<file path="config.mk">
export PLATFORM = sky130hd
export DESIGN_NAME = nand_bus_ctrl
export DESIGN_NICKNAME = d
export VERILOG_FILES = /design/src/rtl/nand_bus_ctrl.sv
export SDC_FILE = /design/constraint.sdc
export NUM_CORES = 1
export LEC_CHECK = 0
export ABC_AREA = 1
export BUFFER_PORTS_ARGS = -buffer_cell sky130_fd_sc_hd__clkbuf_2
export CORE_ASPECT_RATIO = 2
export CORE_UTILIZATION = 47
export CTS_CLUSTER_SIZE = 8
export DETAILED_ROUTE_END_ITERATION = 16
export PLACE_DENSITY = 0.7
export SYNTH_ARGS = -nofsm -noshare
export SYNTH_HDL_FRONTEND = slang
export SYNTH_SLANG_ARGS = --single-unit
</file>
<file path="constraint.sdc">
create_clock -name clk -period 4.1 [get_ports clk]
set_input_delay 0 -clock clk [delete_from_list [all_inputs] [get_ports clk]]
set_output_delay 0 -clock clk [all_outputs]
set_load 0.02 [all_outputs]
</file>
<file path="src/rtl/nand_bus_ctrl.sv">
module nand_bus_ctrl #(
  parameter int AW    = 6,
  parameter int LANES = 4
) (
  input  logic               clk,
  input  logic               rst_n,
  input  logic               bus_req,
  input  logic               bus_we,
  input  logic               bus_wide,
  input  logic [AW-1:0]      bus_addr,
  input  logic [8*LANES-1:0] bus_wdata,
  output logic [8*LANES-1:0] bus_rdata,
  output logic               bus_ack,
  output logic               nf_ce_n,
  output logic               nf_cle,
  output logic               nf_ale,
  output logic               nf_we_n,
  output logic               nf_re_n,
  output logic [7:0]         nf_dq_o,
  output logic               nf_dq_oe,
  input  logic [7:0]         nf_dq_i,
  input  logic               nf_rb,
  output logic               ecc_clr
);
  localparam int DW = 8 * LANES;
  localparam int IW = (LANES > 1) ? $clog2(LANES) : 1;
  localparam logic [AW-1:0] A_CFG = AW'('h00);
  localparam logic [AW-1:0] A_CTL = AW'('h04);
  localparam logic [AW-1:0] A_CMD = AW'('h08);
  localparam logic [AW-1:0] A_ADR = AW'('h0C);
  localparam logic [AW-1:0] A_DAT = AW'('h10);
  localparam logic [AW-1:0] A_STA = AW'('h20);

  typedef enum logic [2:0] {S_IDLE, S_SETUP, S_ACT, S_HOLD, S_DONE} st_t;
  st_t st;

  logic [1:0]    t_set;
  logic [2:0]    t_act, t_hld;
  logic          en, ce_off, ecc_q;
  logic [2:0]    cnt;
  logic [IW-1:0] idx, last;
  logic          k_cmd, k_adr, k_wr;
  logic [DW-1:0] buf_q;
  logic [DW-1:0] reg_rd;

  wire sel_cmd = bus_addr == A_CMD;
  wire sel_adr = bus_addr == A_ADR;
  wire sel_dat = bus_addr == A_DAT;
  wire start   = en && (sel_dat || (bus_we && (sel_cmd || sel_adr)));
  wire in_seq  = (st == S_SETUP) || (st == S_ACT) || (st == S_HOLD);
  wire [2:0] lim = (st == S_SETUP) ? {1'b0, t_set} : (st == S_ACT) ? t_act : t_hld;
  wire phase_end = cnt == lim;

  always_comb begin
    reg_rd = '0;
    if (bus_addr == A_CFG) reg_rd = DW'({t_set, 1'b0, t_act, 1'b0, t_hld, 4'b0000});
    else if (bus_addr == A_CTL) reg_rd = DW'({ce_off, en});
    else if (bus_addr == A_STA) reg_rd = DW'(nf_rb);
  end

  always_ff @(posedge clk or negedge rst_n) begin
    if (!rst_n) begin
      st <= S_IDLE;
      t_set <= 2'd3;
      t_act <= 3'd7;
      t_hld <= 3'd7;
      en <= 1'b0;
      ce_off <= 1'b1;
      ecc_q <= 1'b0;
      cnt <= '0;
      idx <= '0;
      last <= '0;
      k_cmd <= 1'b0;
      k_adr <= 1'b0;
      k_wr <= 1'b0;
      buf_q <= '0;
      bus_rdata <= '0;
    end else begin
      ecc_q <= 1'b0;
      case (st)
        S_IDLE: if (bus_req) begin
          if (start) begin
            st <= S_SETUP;
            cnt <= '0;
            idx <= '0;
            k_cmd <= sel_cmd;
            k_adr <= sel_adr;
            k_wr <= bus_we;
            last <= (sel_dat && bus_wide) ? IW'(LANES - 1) : '0;
            buf_q <= bus_we ? bus_wdata : '0;
          end else begin
            st <= S_DONE;
            bus_rdata <= reg_rd;
            if (bus_we && bus_addr == A_CFG) begin
              t_set <= bus_wdata[13:12];
              t_act <= bus_wdata[10:8];
              t_hld <= bus_wdata[6:4];
            end
            if (bus_we && bus_addr == A_CTL) begin
              en <= bus_wdata[0];
              ce_off <= bus_wdata[1];
              ecc_q <= bus_wdata[4];
            end
          end
        end
        S_SETUP, S_ACT, S_HOLD: begin
          if (!phase_end) cnt <= cnt + 3'd1;
          else begin
            cnt <= '0;
            if (st == S_SETUP) st <= S_ACT;
            else if (st == S_ACT) begin
              st <= S_HOLD;
              if (!k_wr) buf_q[{idx, 3'b000} +: 8] <= nf_dq_i;
            end else if (idx == last) begin
              st <= S_DONE;
              bus_rdata <= buf_q;
            end else begin
              idx <= idx + 1'b1;
              st <= S_SETUP;
            end
          end
        end
        default: st <= S_IDLE;
      endcase
    end
  end

  assign bus_ack  = st == S_DONE;
  assign nf_ce_n  = ce_off;
  assign nf_cle   = in_seq && k_cmd;
  assign nf_ale   = in_seq && k_adr;
  assign nf_we_n  = !(st == S_ACT && k_wr);
  assign nf_re_n  = !(st == S_ACT && !k_wr);
  assign nf_dq_oe = k_wr && (st == S_ACT || st == S_HOLD);
  assign nf_dq_o  = buf_q[{idx, 3'b000} +: 8];
  assign ecc_clr  = ecc_q;

  AST_STROBE_EXCL: assert property (@(posedge clk) disable iff (!rst_n) !(!nf_we_n && !nf_re_n));
  AST_WE_DRIVES: assert property (@(posedge clk) disable iff (!rst_n) !nf_we_n |-> nf_dq_oe);
  AST_LATCH_EXCL: assert property (@(posedge clk) disable iff (!rst_n) !(nf_cle && nf_ale));
  AST_OFF_QUIET: assert property (@(posedge clk) disable iff (!rst_n) !en |-> (nf_we_n && nf_re_n && !nf_cle && !nf_ale));
  AST_ACK_PULSE: assert property (@(posedge clk) disable iff (!rst_n) bus_ack |=> !bus_ack);
  AST_ECC_PULSE: assert property (@(posedge clk) disable iff (!rst_n) ecc_clr |=> !ecc_clr);
endmodule

</file>
==> metrics, run 1 <==
largest net degree at the start of global routing=56; Max Buffers Root-to-Sink=2; Initial DRT Pass Iterations=5; global-route wire length before repair=24.1 mm; Slew headroom=0.414; Die X=74.9 um; Worst Hold Class=in2reg; drt wl/cell=16.9 um; Tcrit/Tclk final=0.671; area of the core=about 0.01 mm2; Worst EP required=4310 ps; # clock sinks=87; Worst-path clk slew=60 ps; count of final max-slew check failures=0; synthesized area per cell=7.55 um2; HPWL Detailed=11.2 mm; Layout Nets=823; I/O pins=100; flop-to-flop setup slack=1350 ps; full die area=roughly 0.011 mm2; CTS Buf Count=9; r2r endpoint=buf_q[29]; initial antenna violation count=0; aggregate global-route resource usage=0.294; Starting Density=0.489; DRT iter0 DRCs=399; area grow syn2layout=20.5%; Tmin final=2750 ps; clk_skew=8.53 ps; Final setup viols=0; maximum vdd drop=between 0.2 and 0.3 mV; Synth async-reset ratio=1.00; layout cells sized above 1=0.195; critical path class=reg2reg; main flop type after synthesis=dfrtp_1; ANT cells=0; pwr/cell area=468 mW/mm2; Min-Delay Startpoint=bus_wdata[27]; Setup crit end kind=flip-flop; worst path arrival time=2970 ps; Antenna Nets Post-Route=0; hold depth=5; Leak=3.03 nW; Yosys warnings=0; Hold EP=buf_q[27]; Port Buffers=between 90 and 100; status=finished, final reports clean; top-count cell post-synth=nand2_1; Synth cell types=34; CTS tree=done; Area contributors post-synth=dfrtp_1, nand2_1, nand3_1, inv_1, o21bai_1; Worst Reg-to-Reg Cells=12; Clock Latency Late Sink=340 ps; Crit Path Max Fanout=32; worst slew pin tran=just under 900 ps; register bit total from synthesis=87; unrepaired setup endpoints after global routing=no; vias=5014; H-tree Lvls=3; Synth area leader=dfrtp_1; synth cell count leaders=nand2_1, nand3_1, dfrtp_1, inv_1, o21ai_0; syn_nets=between 700 and 800; EDFF count, synth=0; num rows=52; Post-Route Setup TNS=0 ps; R2R Path Start=st[2]; drt drc=0; fill count=985; final wirelength=15.3 mm; Final Wtd Congestion=0.932; Max Cap Viol=0; Peak Freq=363 MHz; startpoint types=flip-flop; Synth top area share=0.391; die height=approximately 150 um; Fin. Hold Viols=0; fin util=0.589; vias in the first global route=4893; Post-CTS Setup Inserts=0; number of vias per cell=approximately 5.5; Synth Cell Area=0.00500 mm2; sequential fraction of the synthesis area=0.438; Mapped Cells=662; Root Buffer=clkbuf_16; grt ovf=0
==> worst max path at each step <==
| stage | startpoint | endpoint | depth (start not counted) |
|---|---|---|---|
| global placement | st[0] | buf_q[17] | 12 |
| CTS | st[1] | buf_q[8] | 11 |
| finish | st[2] | buf_q[29] | 12 |
| detailed placement | st[1] | buf_q[8] | 11 |
| global route | st[2] | buf_q[8] | 12 |
| floorplan | idx[0] | buf_q[16] | 8 |
==> logic make-up after synthesis <==
family | Yosys count | synth area share
buffers and inverters | 114 | 0.0934
AOI/OAI and AO/OA | 151 | 0.180
xor gates and xnor gates | 1 | 0.00175
and+or+nand+nor | 304 | 0.274
DFF | 87 | 0.438
adders and majority gates | 5 | 0.0125
==> layout make-up <==
class	count	area [um2]	area share
multi-input combinational	461	2340	0.389
sequential	87	2190	0.363
timing repair buffer	121	708	0.118
inverter	86	323	0.0536
clock buffer	11	233	0.0387
tap	135	169	0.0281
clock inverter	5	58.8	0.00977
==> flip-flops by register name, summed over array words and instances, names as in the netlist, 2 cells and up <==
register,count
idx,2
buf_q,32
t_hld,3
st,3
bus_rdata,32
cnt,3
t_set,2
t_act,3
==> critical path: stages (launching register included) <==
cell      delay (ps)
dfrtp_1          450
inv_2            130
nand3_1          210
nand2_1          110
nand3_1          100
nand2_1           70
nand2_1           50
nand2_1           90
nand3_4          100
nand2_4          130
nand4_2          680
o21bai_1         400
nand2_1          100
==> report_power, final <==
| part | internal, W | leakage [nW] | switching [W] | total [W] |
|---|---|---|---|---|
| Sequential | 0.000997 | 1.15 | 0.000101 | 0.00110 |
| Clock | 0.000474 | 0.136 | 0.000344 | 0.000818 |
| Combinational | 0.000275 | 1.75 | 0.000629 | 0.000904 |
| Total | 0.00175 | 3.03 | 0.00107 | 0.00282 |
==> metal layers <==
| metal | share of wire | up-vias | global-route usage |
|---|---|---|---|
| met5 | 0 | - | 0 |
| met4 | 0.054 | 0 | 0.167 |
| met3 | 0.052 | 57 | 0.0450 |
| met2 | 0.53 | 222 | 0.514 |
| met1 | 0.36 | 2347 | 0.325 |
| li1 | - | 2388 | - |
==> placed cells by master, fill, tap and decap left out, types with 6 or more instances in the layout <==
master and instances:
a21oi_1 27, clkbuf_16 9, clkbuf_2 98, dfrtp_1 78
dfstp_2 9, dlygate4sd3_1 18, inv_1 78, inv_2 6
nand2_1 181, nand3_1 79, nand4_1 7, nor2_1 17
nor2_2 7, o21ai_0 46, o21ai_1 22, o21bai_1 32
o31ai_1 11
==> through the flow <==
stage / setup slack (ps) / total power [W] / hold slack, ps / cells / cell area (um2)
6_report: 1350 / 0.00282 / 38.9 / 906 / 6020
4_1_cts: 1380 / 0.00283 / 40.0 / 906 / 6020
3_5_place_dp: 1390 / 0.00200 / 76.4 / 872 / 5550
5_1_grt: 1070 / 0.00298 / 59.0 / 906 / 6020
3_3_place_gp: 1520 / 0.00197 / 72.5 / 872 / 5550
2_1_floorplan: 2230 / 0.00176 / -296 / 662 / 5000
==> what timing repair did <==
| action | 4_1_cts | 5_1_grt |
|---|---|---|
| hold buffers | 18 | 0 |
| resized for setup | 0 | 0 |
| hold endpoints to repair | 55 | 0 |
Power figures use the tool's default switching activity.
==> run 2: changes to the inputs <==
--- a/config.mk
+++ b/config.mk
@@ -11,7 +11,7 @@
 export CORE_UTILIZATION = 47
 export CTS_CLUSTER_SIZE = 8
 export DETAILED_ROUTE_END_ITERATION = 16
-export PLACE_DENSITY = 0.7
+export PLACE_DENSITY = 0.73
 export SYNTH_ARGS = -nofsm -noshare
 export SYNTH_HDL_FRONTEND = slang
 export SYNTH_SLANG_ARGS = --single-unit
==> constraint.sdc (replaced) <==
create_clock -name clk -period 2.5 [get_ports clk]
set_input_delay 0 -clock clk [delete_from_list [all_inputs] [get_ports clk]]
set_output_delay 0 -clock clk [all_outputs]
set_load 0.02 [all_outputs]
==> metrics, run 2 (synthesis results as in run 1) <==
area of the core=0.0102 mm2 (unchanged); H-tree Lvls=3 (unchanged); count of final max-slew check failures=0 (unchanged); vias in the first global route=4842 (was 4893); Max Buffers Root-to-Sink=2 (unchanged); Die X=74.9 um (unchanged); Crit Path Max Fanout=20 (was 32); Final Wtd Congestion=1.05 (was 0.932); drt drc=0 (unchanged); Worst Hold Class=in2reg (unchanged); most frequent cells in the layout=nand2_1, clkbuf_2, nand3_1 (unchanged); most common cell after layout, fill and taps aside=nand2_1 (unchanged); power share of the sequential group=0.377 (was 0.389); Initial DRT Pass Iterations=5 (unchanged); status=finished, final reports clean (unchanged); pwr/cell area=778 mW/mm2 (was 468 mW/mm2); layout cells sized above 1=0.206 (was 0.195); unrepaired setup endpoints after global routing=no (unchanged); # clock sinks=87 (unchanged); global-route wire length before repair=23.6 mm (was 24.1 mm); biggest regs=buf_q (32), bus_rdata (32) (unchanged); Net Switching=0.00179 W (was 0.00107 W); Root Buffer=clkbuf_16 (unchanged); startpoint types=flip-flop (unchanged); number of vias per cell=5.40 (was 5.53); Port Buffers=99 (unchanged); worst slew pin tran=564 ps (was 877 ps); ANT cells=0 (unchanged); Starting Density=0.489 (unchanged); CTS tree=done (unchanged); num rows=52 (unchanged); die height=148 um (unchanged); clock share of power=0.289 (was 0.290); aggregate global-route resource usage=0.292 (was 0.294); Final setup viols=0 (unchanged); Clock Latency Late Sink=350 ps (was 340 ps); Worst-path clk slew=70 ps (was 60 ps); Sw Ratio=0.375 (was 0.381); post-CTS sizing=0 (unchanged); CTS Buf Count=9 (unchanged); Fin. Hold Viols=0 (unchanged); full die area=0.0111 mm2 (unchanged); Tmin final=2300 ps (was 2750 ps); DRT iter0 DRCs=330 (was 399); grt ovf=0 (unchanged); Gate power share=0.335 (was 0.321); largest net degree at the start of global routing=88 (was 56); area grow syn2layout=22.9% (was 20.5%); Worst EP required=2730 ps (was 4310 ps); clk_skew=7.80 ps (was 8.53 ps); Max Cap Viol=0 (unchanged); Post-Route Setup TNS=0 ps (unchanged); Leak=3.10 nW (was 3.03 nW); critical path class=reg2reg (unchanged); drt wl/cell=16.5 um (was 16.9 um); initial antenna violation count=0 (unchanged); Pint=0.00299 W (was 0.00175 W); vias=4949 (was 5014); Slew headroom=0.621 (was 0.414); I/O pins=100 (unchanged); HPWL Detailed=11.4 mm (was 11.2 mm); final wirelength=15.1 mm (was 15.3 mm); Peak Freq=435 MHz (was 363 MHz); Layout Nets=833 (was 823); Pwr Total=0.00477 W (was 0.00282 W); Antenna Nets Post-Route=0 (unchanged); maximum vdd drop=0.434 mV (was 0.292 mV); Setup crit end kind=flip-flop (unchanged); Tcrit/Tclk final=0.919 (was 0.671); worst path arrival time=2530 ps (was 2970 ps)
-- run 2: cell types whose count changed in the layout (fill, tap and decap cells not counted), sizes merged --
cell,delta
clkbuf,+1
buf,+11
clkinv,-1
dlygate4sd3,-1
-- run 2: what timing repair did --
| action | 4_1_cts | 5_1_grt |
|---|---|---|
| hold endpoints to repair | 92 | 0 |
| setup buffers | 0 | 0 |
| hold buffers | 17 | 0 |
-- run 2: critical path, cell delays in order, from the launching register on --
cell and delay, ps:
dfrtp_1 480, inv_2 140, nand2_2 90, nor2_4 210, nand2_1 90, nand2_1 90, nand3_1 70, nand2_1 120
nand3_4 110, nand2_4 120, nand3_4 270, buf_4 270, nand2_1 50, o21ai_1 60
-- run 2: metal layers --
metal / wire [um] / GRT usage / vias to the layer above
met2: 7820 / 0.507 / 200
met5: 0 / 0 / -
met3: 782 / 0.0457 / 60
met1: 5380 / 0.307 / 2277
met4: 1110 / 0.206 / 0
li1: - / - / 2412
-- run 2: worst paths after layout --
path / start / to / slack, ps / cells past startpoint
max: st[2] / bus_rdata[27] / 200 / 13
min: bus_wdata[18] / buf_q[18] / 30 / 5
max reg2reg: st[2] / bus_rdata[27] / 200 / 13
min reg2reg: bus_rdata[20] / bus_rdata[20] / 490 / 2
max in group asynchronous: rst_n / nf_ce_n / 1890 / 3
min in group asynchronous: rst_n / bus_rdata[14] / 210 / 3
-- run 2: cell type report --
cell class / count / area (um2)
Sequential cell: 87 / 2190
Timing Repair Buffer: 131 / 818
Multi-Input combinational cell: 461 / 2340
Inverter: 86 / 323
Clock buffer: 12 / 246
Tap cell: 135 / 169
Fill cell: 961 / 4080
Clock inverter: 4 / 53.8
-- run 2: power by group through the flow --
stage          logic (W)  registers [W]  clock network [W]
2_1_floorplan    0.00110        0.00179                  0
3_3_place_gp     0.00154        0.00182                  0
3_5_place_dp     0.00156        0.00182                  0
4_1_cts          0.00159        0.00180            0.00140
5_1_grt          0.00176        0.00182            0.00146
6_report         0.00160        0.00180            0.00138
-- run 2: stage by stage --
step                      hold slack [ps]  std cells  utilization  instance area (um2)  setup WS [ps]
after global placement               72.4        883        0.555                 5670            219
final                                32.7        916        0.601                 6140            202
after global routing                 61.4        916        0.601                 6140           60.7
after floorplan                      -296        662            -                 5000            625
after CTS                            29.5        916        0.601                 6140            210
after detailed placement             75.8        883        0.555                 5670            262
==> run 3: changes to the inputs <==
==> constraint.sdc (replaced) <==
create_clock -name clk -period 2.5 [get_ports clk]
set_input_delay 0.5 -clock clk [delete_from_list [all_inputs] [get_ports clk]]
set_output_delay 0.5 -clock clk [all_outputs]
set_load 0.02 [all_outputs]
==> metrics, run 3 (synthesis results as in run 1) <==
aggregate global-route resource usage=0.293 (was 0.292); I/O pins=100 (unchanged); R2R Path Start=st[0] (was st[2]); r2r endpoint=bus_rdata[10] (was bus_rdata[27]); worst path arrival time=1810 ps (was 2530 ps); Worst-path clk slew=60 ps (was 70 ps); maximum vdd drop=0.523 mV (was 0.434 mV); Fin. Hold Viols=0 (unchanged); num rows=52 (unchanged); Max Cap Viol=0 (unchanged); CP max stage cell=dfrtp_1 (unchanged); Crit Path Max Fanout=17 (was 20); Net Switching=0.00178 W (was 0.00179 W); post-CTS sizing=0 (unchanged); Root Buffer=clkbuf_16 (unchanged); ANT cells=0 (unchanged); most frequent cells in the layout=nand2_1, clkbuf_2, nand3_1 (unchanged); unrepaired setup endpoints after global routing=no (unchanged); CP bufs+invs=3 (was 2); Setup crit end kind=primary output (was flip-flop); CP delay by family, top=compound AO/OA/AOI/OAI gates (was simple AND/OR/NAND/NOR gates); Inst Count DP=889 (was 883); Starting Density=0.489 (unchanged); HPWL Detailed=11.8 mm (was 11.4 mm); Fin Hold WS=164 ps (was 32.7 ps); largest net degree at the start of global routing=47 (was 88); Tmin final=2310 ps (was 2300 ps); non-filler instance count after layout=904 (was 916); Antenna Nets Post-Route=0 (unchanged); Post-CTS Setup Inserts=0 (unchanged); grt ovf=0 (unchanged); critical path's largest stage delay=340 ps (was 480 ps); fill count=985 (was 961); Initial DRT Pass Iterations=5 (unchanged); startpoint types=flip-flop (unchanged); Worst Reg-to-Reg Cells=13 (unchanged); global-route wire length before repair=24.0 mm (was 23.6 mm); Slew headroom=0.608 (was 0.621); Worst EP required=2000 ps (was 2730 ps); clk_skew=5.16 ps (was 7.80 ps); Leak=3.06 nW (was 3.10 nW); Critical Path Most Common Cell=a21oi_1 (was nand2_1); DRT iter0 DRCs=383 (was 330); area of the core=0.0102 mm2 (unchanged); initial antenna violation count=0 (unchanged); vias=4921 (was 4949); clock share of power=0.287 (was 0.289); Post-Route Setup TNS=0 ps (unchanged); Gate power share=0.335 (about the same); Port Buffers=99 (unchanged); fin util=0.587 (was 0.601); status=finished, final reports clean (unchanged); H-tree Lvls=3 (unchanged); Sw Ratio=0.374 (was 0.375); Max Buffers Root-to-Sink=2 (unchanged); flop-to-flop setup slack=240 ps (was 200 ps); vias in the first global route=4916 (was 4842); Pint=0.00297 W (was 0.00299 W); area grow syn2layout=20.1% (was 22.9%); biggest regs=buf_q (32), bus_rdata (32) (unchanged); pre-CTS WS=166 ps (was 262 ps); Peak Freq=433 MHz (was 435 MHz); critical-path cell list=clkinv_1, buf_4, o21ai_0, a21oi_1, a21oi_1, clkbuf_2 (was inv_2, nand2_2, nor2_4, nand2_1, nand2_1, nand3_1, nand2_1, nand3_4, nand2_4, nand3_4, buf_4, nand2_1, o21ai_1); count of final max-slew check failures=0 (unchanged); full die area=0.0111 mm2 (unchanged); CTS tree=done (unchanged); Final Wtd Congestion=0.981 (was 1.05); Worst Hold Class=in2async (was in2reg); # clock sinks=87 (unchanged); most common cell after layout, fill and taps aside=nand2_1 (unchanged); hold_buf cts=0 (was 17); CTS Buf Count=9 (unchanged); worst slew pin tran=588 ps (was 564 ps); final wirelength=15.1 mm (about the same); drt wl/cell=16.7 um (was 16.5 um); Tcrit/Tclk final=0.923 (was 0.919); number of vias per cell=5.44 (was 5.40); post-route setup slack=192 ps (was 202 ps); die height=148 um (unchanged); critical path class=reg2out (was reg2reg); Final setup viols=0 (unchanged); pwr/cell area=792 mW/mm2 (was 778 mW/mm2); Die X=74.9 um (unchanged); Layout Nets=822 (was 833); power share of the sequential group=0.378 (was 0.377); drt drc=0 (unchanged); layout cells sized above 1=0.218 (was 0.206); Clock Latency Late Sink=340 ps (was 350 ps)
[run 3: worst reg2reg max path: cells and delay by family, from the launching register on]
| family | cells | cell delay [ps] |
|---|---|---|
| AND/OR/NAND/NOR | 11 | 1270 |
| flip-flops | 1 | 490 |
| buffers and inverters | 2 | 380 |
[run 3: area by class of cell]
class,instances,area (um2),share of cell area
clock buffers,10,239,0.0398
clock inverters,5,58.8,0.00980
inverters,86,323,0.0538
multi-input cells,461,2340,0.390
flip-flops and latches,87,2190,0.365
well taps,135,169,0.0282
repair buffers,120,681,0.113
[run 3: metrics by stage]
stage                     power, W  area [um2]
final                      0.00475        6000
after global routing       0.00502        6000
after CTS                  0.00477        6000
after detailed placement   0.00339        5700
after global placement     0.00336        5700
after floorplan            0.00289        5000
[run 3: power by group through the flow]
stage / Sequential [W] / Clock [W] / Combinational [W]
after floorplan: 0.00179 / 0 / 0.00110
after global placement: 0.00181 / 0 / 0.00154
after detailed placement: 0.00182 / 0 / 0.00157
after CTS: 0.00179 / 0.00139 / 0.00159
after global routing: 0.00182 / 0.00144 / 0.00176
final: 0.00180 / 0.00136 / 0.00159
[run 3: worst max path at each step]
| stage | cells after the start | slack [ps] | endpoint | start |
|---|---|---|---|---|
| finish | 6 | 190 | nf_dq_o[1] | idx[0] |
| global route | 13 | 40 | bus_rdata[9] | st[0] |
| CTS | 5 | 220 | nf_dq_o[1] | idx[1] |
| detailed placement | 14 | 170 | buf_q[19] | bus_addr[1] |
| global placement | 14 | 230 | buf_q[17] | bus_addr[1] |
| floorplan | 6 | 480 | nf_ale | st[0] |
[run 3: routing by layer]
layer  vias up  share of wire  wire (um)  GRT usage
li1       2387              -          -          -
met5         -              0          0          0
met1      2280           0.37       5570      0.318
met2       199           0.52       7860      0.503
met3        55          0.046        695     0.0402
met4         0          0.065        982      0.206
